<file path="config.mk">
export PLATFORM = sky130hd
export DESIGN_NAME = nt_squash_ctrl
export DESIGN_NICKNAME = d
export VERILOG_FILES = /design/src/rtl/nts_pkg.sv /design/src/rtl/nts_slot_reg.sv /design/src/rtl/nts_redirect.sv /design/src/rtl/nt_squash_ctrl.sv
export SDC_FILE = /design/constraint.sdc
export NUM_CORES = 1
export LEC_CHECK = 0
export BUFFER_PORTS_ARGS = -buffer_cell sky130_fd_sc_hd__buf_2
export CAP_MARGIN = 20
export CORE_UTILIZATION = 31
export CTS_CLUSTER_DIAMETER = 120
export DETAILED_ROUTE_END_ITERATION = 6
export PLACE_DENSITY_LB_ADDON = 0.2
export REMOVE_ABC_BUFFERS = 1
export SYNTH_ARGS = -nofsm -noshare
export SYNTH_HDL_FRONTEND = slang
export SYNTH_SLANG_ARGS = --single-unit
</file>
<file path="constraint.sdc">
create_clock -name clk -period 0.84 [get_ports clk]
set_input_delay 0 -clock clk [delete_from_list [all_inputs] [get_ports clk]]
set_output_delay 0 -clock clk [all_outputs]
set_load 0.02 [all_outputs]
</file>
<file path="src/rtl/nts_pkg.sv">
package nts_pkg;
   typedef struct packed {
      logic valid;
      logic wr;
      logic br;
   } slot_tag_t;

   localparam slot_tag_t NOOP_TAG = '{valid: 1'b0, wr: 1'b0, br: 1'b0};

   function automatic slot_tag_t clean_tag(input slot_tag_t t, input bit strip_wr);
      slot_tag_t r;
      r.valid = t.valid;
      r.br    = t.valid & t.br;
      r.wr    = t.valid & t.wr & ~(strip_wr & t.br);
      return r;
   endfunction
endpackage

</file>
<file path="src/rtl/nts_slot_reg.sv">
module nts_slot_reg
   import nts_pkg::*;
#(
   parameter bit STRIP_WR = 1'b0
) (
   input  logic      clk,
   input  logic      rst_n,
   input  logic      kill,
   input  logic      hold,
   input  logic      bubble,
   input  slot_tag_t d,
   output slot_tag_t q
);
   slot_tag_t nxt;

   always_comb begin
      if (kill || bubble) begin
         nxt = NOOP_TAG;
      end else if (hold) begin
         nxt = q;
      end else begin
         nxt = clean_tag(d, STRIP_WR);
      end
   end

   always_ff @(posedge clk) begin
      if (!rst_n) begin
         q <= NOOP_TAG;
      end else begin
         q <= nxt;
      end
   end
endmodule

</file>
<file path="src/rtl/nts_redirect.sv">
module nts_redirect
   import nts_pkg::*;
#(
   parameter int ADDR_W = 16
) (
   input  slot_tag_t         res_tag,
   input  logic              mem_equal,
   input  logic              stall_req,
   input  logic [ADDR_W-1:0] mem_target,
   output logic              take,
   output logic              stall_eff,
   output logic [ADDR_W-1:0] target
);
   always_comb begin
      take      = res_tag.valid & res_tag.br & mem_equal;
      stall_eff = stall_req & ~take;
      target    = mem_target;
   end
endmodule

</file>
<file path="src/rtl/nt_squash_ctrl.sv">
module nt_squash_ctrl
   import nts_pkg::*;
#(
   parameter int ADDR_W  = 16,
   parameter int SLOTS   = 4,
   parameter int RESOLVE = 2,
   localparam int KILL_N = RESOLVE + 1
) (
   input  logic              clk,
   input  logic              rst_n,
   input  logic              if_valid,
   input  logic              if_wr,
   input  logic              if_br,
   input  logic              stall_req,
   input  logic              mem_equal,
   input  logic [ADDR_W-1:0] mem_target,
   output logic              pc_redirect,
   output logic [ADDR_W-1:0] pc_target,
   output logic              pc_hold,
   output logic              bubble_exec,
   output logic [KILL_N-1:0] squash_vec,
   output logic [SLOTS-1:0]  stg_valid,
   output logic [SLOTS-1:0]  stg_wr,
   output logic [SLOTS-1:0]  stg_br
);
   localparam int BUBBLE_AT = 1;

   generate
      if (ADDR_W < 2) begin : g_bad_addr
         $error("nt_squash_ctrl: ADDR_W must be at least 2");
      end
      if (RESOLVE < BUBBLE_AT || RESOLVE > SLOTS - 2) begin : g_bad_resolve
         $error("nt_squash_ctrl: RESOLVE must lie in [1, SLOTS-2]");
      end
   endgenerate

   slot_tag_t fetch_tag;
   slot_tag_t slot_q  [SLOTS];
   slot_tag_t slot_in [SLOTS];
   logic      take;
   logic      stall_eff;

   always_comb begin
      fetch_tag.valid = if_valid;
      fetch_tag.wr    = if_wr;
      fetch_tag.br    = if_br;
   end

   nts_redirect #(.ADDR_W(ADDR_W)) redirect_i (
      .res_tag    (slot_q[RESOLVE]),
      .mem_equal  (mem_equal),
      .stall_req  (stall_req),
      .mem_target (mem_target),
      .take       (take),
      .stall_eff  (stall_eff),
      .target     (pc_target)
   );

   genvar gi;
   generate
      for (gi = 0; gi < SLOTS; gi++) begin : g_slot
         logic kill_c, hold_c, bubble_c;
         if (gi == 0) begin : g_src_fetch
            assign slot_in[gi] = fetch_tag;
         end else begin : g_src_prev
            assign slot_in[gi] = slot_q[gi-1];
         end
         if (gi <= RESOLVE) begin : g_killable
            assign kill_c = take;
         end else begin : g_safe
            assign kill_c = 1'b0;
         end
         if (gi < BUBBLE_AT) begin : g_holdable
            assign hold_c   = stall_eff;
            assign bubble_c = 1'b0;
         end else if (gi == BUBBLE_AT) begin : g_bubble
            assign hold_c   = 1'b0;
            assign bubble_c = stall_eff;
         end else begin : g_flow
            assign hold_c   = 1'b0;
            assign bubble_c = 1'b0;
         end
         nts_slot_reg #(.STRIP_WR(gi > RESOLVE)) slot_i (
            .clk    (clk),
            .rst_n  (rst_n),
            .kill   (kill_c),
            .hold   (hold_c),
            .bubble (bubble_c),
            .d      (slot_in[gi]),
            .q      (slot_q[gi])
         );
         assign stg_valid[gi] = slot_q[gi].valid;
         assign stg_wr[gi]    = slot_q[gi].wr;
         assign stg_br[gi]    = slot_q[gi].br;
      end
      for (gi = 0; gi < KILL_N; gi++) begin : g_squash
         assign squash_vec[gi] = take;
      end
   endgenerate

   assign pc_redirect = take;
   assign pc_hold     = stall_eff;
   assign bubble_exec = stall_eff;
endmodule

</file>
== After elaboration in Yosys (flattened, before gate mapping) ==
Cells that the tools add are included.

* Register bits after elaboration: 12
* Latch bits: 0
* Bits in writable memories: 0
* ROM bits: 0
* Input bits: 23
* Output and inout bits: 34
* Word-level logic and storage cells: 29
* Memories kept: 0

* $add $sub $neg: 0
* Multipliers: 0
* Div/mod/pow operators: 0
* Magnitude comparators: 0
* Equal/unequal tests: 0
* Shift-type cells: 0
* Muxes and demuxes: 0
* Bitwise operators: 14
* Reductions and logical operators: 3

{| class="wikitable"
|+ Operator list
! cell !! number
|-
| 1-bit bitwise AND || 11
|-
| 2-bit OR reduction || 2
|-
| 1-bit NOT || 3
|-
| 1-bit logical OR || 1
|}

== Logic depth before layout (Yosys ltp) ==
Gate-level depths: netlist (run 1).

* Depth in word-level cells: 6
* Gate-level depth with buffers: 3
* Mapped depth without buffers: 2

== By module ==
From an unflattened synthesis (run 1), not the netlist that was laid out.

* Cell total of the unflattened synthesis: 71
* Area total of the unflattened synthesis: 678.2 um^2

{| class="wikitable"
|+ Modules (own cells, without submodules)
! module !! instances !! cells an instance !! area each (um^2) !! seq. area each (um^2)
|-
| nts_slot_reg (g_slot[0].slot_i ...) || 3 || 12 || 125.1 || 60.1
|-
| nts_redirect || 1 || 18 || 140.1 || 0.0
|-
| nts_slot_reg (g_slot[3].slot_i) || 1 || 12 || 128.9 || 60.1
|-
| nt_squash_ctrl || 1 || 5 || 33.8 || 0.0
|}

== Least setup slack after synthesis (run 1) ==
No wires, ideal clock.

* Kind: reg2out
* From: reg g_slot[2].slot_i.q[0] (netlist bit)
* To: out pc_hold
* Arrival time: 1136 ps
* Data required time: 840 ps
* Path slack: -296 ps
* Stages on the path, launching flop included: 4
* Path buffers: 1
* Cells stage by stage: dfxtp_1 -> and3_4 -> nor2b_1 -> buf_4

* Longest elaborated chain between the ends: 4

{| class="wikitable"
|+ RTL lines
! what !! line !! RTL
|-
| from (decl) || nts_slot_reg.sv:12 || <nowiki>output slot_tag_t q</nowiki>
|-
| from (signal assigned) || nts_slot_reg.sv:30 || <nowiki>q <= nxt;</nowiki>
|-
| 1-bit bitwise AND (2 in a row) || nts_redirect.sv:15 || <nowiki>take = res_tag.valid & res_tag.br & mem_equal;</nowiki>
|-
| 1-bit NOT || nts_redirect.sv:16 || <nowiki>stall_eff = stall_req & ~take;</nowiki>
|-
| 1-bit bitwise AND || nts_redirect.sv:16 ||
|-
| to (decl) || nt_squash_ctrl.sv:19 || <nowiki>output logic pc_hold,</nowiki>
|}

No other way between the ends.

== Worst setup path in the final report (run 1) ==
* From: reg g_slot[2].slot_i.q[0] (netlist bit)
* To: out bubble_exec

* Longest elaborated chain between the ends: 4

{| class="wikitable"
|+ RTL lines
! what !! line !! RTL
|-
| 1-bit bitwise AND (2 in a row) || nts_redirect.sv:15 ||
|-
| 1-bit NOT || nts_redirect.sv:16 ||
|-
| 1-bit bitwise AND || nts_redirect.sv:16 ||
|-
| to (decl) || nt_squash_ctrl.sv:20 || <nowiki>output logic bubble_exec,</nowiki>
|}

No other way between the ends.

==> reports/qor.txt, run 1 <==
Mapped Cells - 56
Die ar. - 2080 um^2
Max reg flops - 12
Die height - 45.6 um
Total grt overflow - 0
Clock network power share - 0.336
Worst path required time - 0.84 ns
Time the worst path needs with I/O delays and setup - 1.02 ns
Initial Utilization - 0.337
Pleak - 0.326 nW
Synth warn - 0
Placed cell count - 85
Post-DRT Antenna Nets - 0
Most common cell after layout, fill and taps aside - buf_2
Critical-path maximum fanout - 6
Clock slew at reported path FFs - 0.07 ns
IO Pins - 57
Clock latency on the worst-skew pair - 0.26 ns
Average wire per standard cell - 13.4 um
Clk_skew - 0.00301 ns
Unrepaired setup endpoints after global routing - true
Slowest CP cell - dfxtp_2
Largest net degree at the start of global routing - 10
Tot GR Track Use - 0.134
Antenna cells - 0
DP Worst Slack - -0.0107 ns
Die Width - 45.6 um
Antenna violations before repair - 0
CTS root buf - clkbuf_4
Commonest cells after routing, fill and taps aside - 18 x buf_2, 9 x dfxtp_1, 6 x buf_6
Layout Nets - 90
Via-to-Cell Ratio - 4.58
DRC Markers - 0
CTS tree - yes
Crit-path cells - and3_4, nor2b_4, buf_6
Mapped Area - 588 um^2
Worst Setup Start Kind - flip-flop
CP arrival - 1.02 ns
Measured slew at the worst slew-check pin - 0.166 ns
Final Cycle Share - 1.21
Final Cell Area - 674 um^2
Fill count - 190
Post-DP HPWL - 902 um
Slew HR - 0.886
Maximum buffer depth of the clock tree - 2
Crit end category - output pin
Core footprint - 1750 um^2
H-Tree Depth - 1
Syn-to-layout area delta - 14.7%
WP buf/inv - 1
Via count - 412
Switching pwr - 0.232 mW
PD cells - 1510 nW/um^2
Pint - 0.789 mW
Min setup slack post-route - -0.180 ns
Cell family with the largest share of critical-path delay - flip-flops
Hold WC Path Type - input port to output pin
Total iterations of the first detailed-routing run - 2
IO buf count - 24
Switching fraction of total power - 0.227
Failing checks - setup timing
Seq pwr share - 0.572
Vias in the first global route - 395
Multi-input gate area - 185 um^2
Register area share after synthesis - 0.409
Status - finished with violations
Synth cell types - 16
Fin util - 0.386
Post-route insts no fill - 90
Final Hold Fails - 0
CTS Sinks - 12
Std-Cell Rows - 15
Top Registers - g_slot.slot_i.q: 12 flops
Largest Register - g_slot.slot_i.q
CTS buffer count - 3
First-pass GRT wire length - 1810 um
Initial DRC Count - 4
Crit-path max cell delay - 0.32 ns
Setup Viol. Count Final - 16
Fmax - 980 MHz
Post-cts hold buffer count - 0
Max VDD drop - 0.807 mV
Max Slew Vio Count - 0
Reg area - 244 um^2
MaxCap Viol Count - 0
WL final - 1210 um
Layout cells sized above 1 - 0.677
Final GP Congestion - 0.644
Critical path type - flip-flop to output pin
Combinational power share - 0.092
Avg Inst Size Synth - 10.5 um^2
Worst hold slack - 0.000158 ns
FF+latch count, synth - 12
Dpl cell area - 586 um^2
[timing repair]
item                       in CTS  in global routing
setup endpoints to repair       9                 20
buffers inserted                1                  2
pin swaps                       1                  2
cloned                          0                  0
resized for setup              11                  8
[synth_stat cells (all sizes together)]
cell	instances	share of area
and2	1	0.011
buf	22	0.29
nand3b	3	0.038
mux2i	1	0.017
inv	1	0.0064
nor2	2	0.013
nor3b	4	0.085
dfxtp	12	0.41
nor3	1	0.017
and3	2	0.030
a211oi	2	0.043
and3b	1	0.015
nor2b	1	0.011
nand2	3	0.019
[layout make-up]
type                            instances  area share
Inverter                                1     0.00557
Sequential cell                        12       0.362
Timing Repair Buffer                   28       0.278
Tap cell                               25      0.0464
Clock buffer                            3      0.0334
Multi-Input combinational cell         21       0.275
[power by group through the flow]
stage / logic, mW / clock network (mW) / registers (mW)
after global routing: 0.101 / 0.396 / 0.585
after floorplan: 0.0313 / 0 / 0.607
final: 0.0943 / 0.343 / 0.584
after detailed placement: 0.0812 / 0 / 0.596
after CTS: 0.0923 / 0.360 / 0.583
after global placement: 0.0815 / 0 / 0.596
[per-layer routing]
metal / vias to the layer above / wire [um] / GRT usage
li1: 182 / - / -
met1: 185 / 459 / 0.128
met2: 45 / 515 / 0.186
met3: 0 / 234 / 0.155
met4: 0 / 0 / 0.0364
met5: - / 0 / 0
[metrics by stage]
step	TNS, ns	power (mW)
after global routing	-2.47	1.08
final	-1.73	1.02
after global placement	0	0.678
after floorplan	-3.57	0.638
after CTS	-1.97	1.04
after detailed placement	-0.0204	0.678
[logic make-up after synthesis]
kind of cell / Yosys count / share of synthesized area
flip-flops: 12 / 0.409
multiplexers: 1 / 0.0170
AO/OA/AOI/OAI: 2 / 0.0425
AND/OR/NAND/NOR: 18 / 0.238
buffers and inverters: 23 / 0.294
[worst paths after layout]
path	start	to	slack, ns	cells past startpoint
setup reg to reg	g_slot[2].slot_i.q[0]$_SDFF_PP0_	g_slot[2].slot_i.q[0]$_SDFF_PP0_	-0.09	3
hold / removal	mem_target[15]	pc_target[15]	0.0002	0
setup / recovery	g_slot[2].slot_i.q[0]$_SDFF_PP0_	bubble_exec	-0.18	3
hold reg to reg	g_slot[1].slot_i.q[0]$_SDFF_PP0_	g_slot[2].slot_i.q[0]$_SDFF_PP0_	0.49	1
Power figures use the tool's default switching activity.
==> run 2, diff against run 1 <==
--- a/config.mk
+++ b/config.mk
@@ -7,7 +7,8 @@
 export LEC_CHECK = 0
 export BUFFER_PORTS_ARGS = -buffer_cell sky130_fd_sc_hd__buf_2
 export CAP_MARGIN = 20
-export CORE_UTILIZATION = 31
+export CORE_UTILIZATION = 33
+export CTS_BUF_LIST = sky130_fd_sc_hd__clkbuf_8
 export CTS_CLUSTER_DIAMETER = 120
 export DETAILED_ROUTE_END_ITERATION = 6
 export PLACE_DENSITY_LB_ADDON = 0.2
==> run 2 against run 1 <==
- fmax rose by 1.8%
- sequential power about the same
- highest routed layer unchanged
- the run ends with DRC, setup timing left
- global-route usage decreased by 0.18 points
- non-clock buffer count is 1 higher
- core utilization grew 3.9 points
- clock power rose by 46%
- critical path type unchanged
- first-iteration DRC count increased by 130%
==> reports/qor.txt, run 2 (synthesis results as in run 1) <==
Status - finished with violations
Failing checks - DRC, setup timing
Fmax - 998 MHz (+1.8%)
Hold EP - pc_target[6]
Vias in the first global route - 366 (-7.3%)
Post-DRT Antenna Nets - 0 (unchanged)
Max VDD drop - 0.988 mV (+22%)
Via-to-Cell Ratio - 4.79 (+4.7%)
Crit end category - output pin
Post-route insts no fill - 82 (-8.9%)
Total grt overflow - 0 (unchanged)
Hold WC Path Type - input port to output pin
Pleak - 0.335 nW (+2.7%)
Final Cycle Share - 1.19 (-0.0218)
Critical-path maximum fanout - 7 (+1)
Clock latency on the worst-skew pair - 0.24 ns (-0.02 ns)
Fill count - 163 (-14%)
IO buf count - 24 (unchanged)
Hold Path Depth - 0 (unchanged)
Die Width - 44.2 um (-2.9%)
DRC Markers - 2 (+2)
Std-Cell Rows - 14 (-1)
Core footprint - 1580 um^2 (-9.7%)
Reg2Reg Setup Slack - -0.12 ns (-0.03 ns)
Layout cells sized above 1 - 0.621 (-0.0557)
Clk_skew - 0.00396 ns (+0.000947 ns)
Slew HR - 0.894 (+0.00802)
Layout Nets - 91 (+1.1%)
CTS buffer count - 3 (unchanged)
CP arrival - 1.00 ns (-0.02 ns)
H-Tree Depth - 1 (unchanged)
DP Worst Slack - -0.00895 ns (+0.00179 ns)
Largest Register - g_slot.slot_i.q
Final GP Congestion - 0.710 (+10%)
Max Slew Vio Count - 0 (unchanged)
Commonest cells after routing, fill and taps aside - 20 x buf_2, 12 x dfxtp_1, 5 x buf_4
Placed cell count - 76 (-11%)
MaxCap Viol Count - 0 (unchanged)
Most common cell after layout, fill and taps aside - buf_2
PD cells - 1750 nW/um^2 (+16%)
Tot GR Track Use - 0.132 (-0.00184)
Unrepaired setup endpoints after global routing - true
Post-cts hold buffer count - 0 (unchanged)
WL final - 1150 um (-5.0%)
Worst path required time - 0.84 ns (about the same)
Average wire per standard cell - 14.0 um (+4.2%)
CTS tree - yes
Top Registers - g_slot.slot_i.q: 12 flops
Time the worst path needs with I/O delays and setup - 1.00 ns (-0.0183 ns)
Hold_sp - mem_target[6]
Max reg flops - 12 (unchanged)
Worst reg2reg path startpoint - g_slot[2].slot_i.q[2]$_SDFF_PP0_
IO Pins - 57 (unchanged)
Post-DP HPWL - 838 um (-7.2%)
Total iterations of the first detailed-routing run - 6 (+4)
Final Hold Fails - 0 (unchanged)
Min setup slack post-route - -0.162 ns (+0.0183 ns)
Syn-to-layout area delta - 14.0%
Antenna cells - 0 (unchanged)
CTS root buf - clkbuf_8
CTS Sinks - 12 (unchanged)
Measured slew at the worst slew-check pin - 0.154 ns (-0.0117 ns)
Setup Viol. Count Final - 15 (-1)
Reg-to-reg endpoint - g_slot[1].slot_i.q[0]$_SDFF_PP0_
Critical path type - flip-flop to output pin
Die ar. - 1950 um^2 (-5.8%)
Largest net degree at the start of global routing - 8 (-2)
Via count - 393 (-4.6%)
Worst R2R Path Depth - 4 (+1)
Clock slew at reported path FFs - 0.05 ns (-0.02 ns)
First-pass GRT wire length - 1720 um (-5.3%)
Antenna violations before repair - 0 (unchanged)
Initial Utilization - 0.373 (+0.0361)
Die height - 44.2 um (-2.9%)
Maximum buffer depth of the clock tree - 2 (unchanged)
Worst Setup Start Kind - flip-flop
Initial DRC Count - 9 (+5)
==> run 2: metal layers <==
metal  vias up  share of wire  track usage
li1        183              -            -
met1       172           0.42        0.129
met2        38           0.38        0.141
met3         0           0.20        0.184
met4         0              0       0.0545
met5         -              0       0.0857
==> run 2: area by class of cell <==
class	count	area, um^2	area share
clock buffer	3	41.3	0.0616
inverter	1	3.75	0.00560
multi-input combinational	21	183	0.272
sequential	12	240	0.358
tap	16	20.0	0.0299
timing repair buffer	29	183	0.272
==> run 2: how the worst max path moves through the flow <==
| stage | startpoint | end | slack [ns] | cells after the start |
|---|---|---|---|---|
| 3_5_place_dp | g_slot[2].slot_i.q[0]$_SDFF_PP0_ | pc_hold | -0.009 | 3 |
| 3_3_place_gp | g_slot[2].slot_i.q[0]$_SDFF_PP0_ | bubble_exec | 0.001 | 3 |
| 4_1_cts | g_slot[2].slot_i.q[2]$_SDFF_PP0_ | pc_hold | -0.16 | 3 |
| 6_report | g_slot[2].slot_i.q[2]$_SDFF_PP0_ | pc_hold | -0.16 | 3 |
| 5_1_grt | g_slot[2].slot_i.q[2]$_SDFF_PP0_ | pc_hold | -0.21 | 3 |
| 2_1_floorplan | g_slot[2].slot_i.q[0]$_SDFF_PP0_ | bubble_exec | -0.46 | 2 |
==> run 2: power by group <==
group          leakage, nW  internal [mW]  switching (mW)
Combinational        0.216         0.0425          0.0475
Clock               0.0216          0.314           0.187
Sequential          0.0971          0.580         0.00496
Total                0.335          0.936           0.239
==> run 2: repair_timing <==
action / 4_1_cts / 5_1_grt
gates resized for setup: 6 / 4
pin swaps: 1 / 3
setup buffers: 2 / 1
setup endpoints to repair: 6 / 18
==> run 2: worst max-delay path: stages, from the launching register on <==
cell and delay [ns]:
dfxtp_1 0.31, and3_4 0.19, nor2b_4 0.14, buf_6 0.13
==> run 2: stage by stage <==
| stage | cell area [um^2] | setup TNS, ns | total power, mW | hold slack (ns) | utilization |
|---|---|---|---|---|---|
| 2_1_floorplan | 419 | -3.57 | 0.638 | 0 | - |
| 3_3_place_gp | 574 | 0 | 0.676 | 0.000137 | 0.364 |
| 3_5_place_dp | 574 | -0.0172 | 0.676 | 0.000137 | 0.364 |
| 4_1_cts | 651 | -1.29 | 1.19 | 0.000137 | 0.413 |
| 5_1_grt | 671 | -2.14 | 1.23 | 0.000126 | 0.425 |
| 6_report | 671 | -1.52 | 1.18 | 0.0000262 | 0.425 |
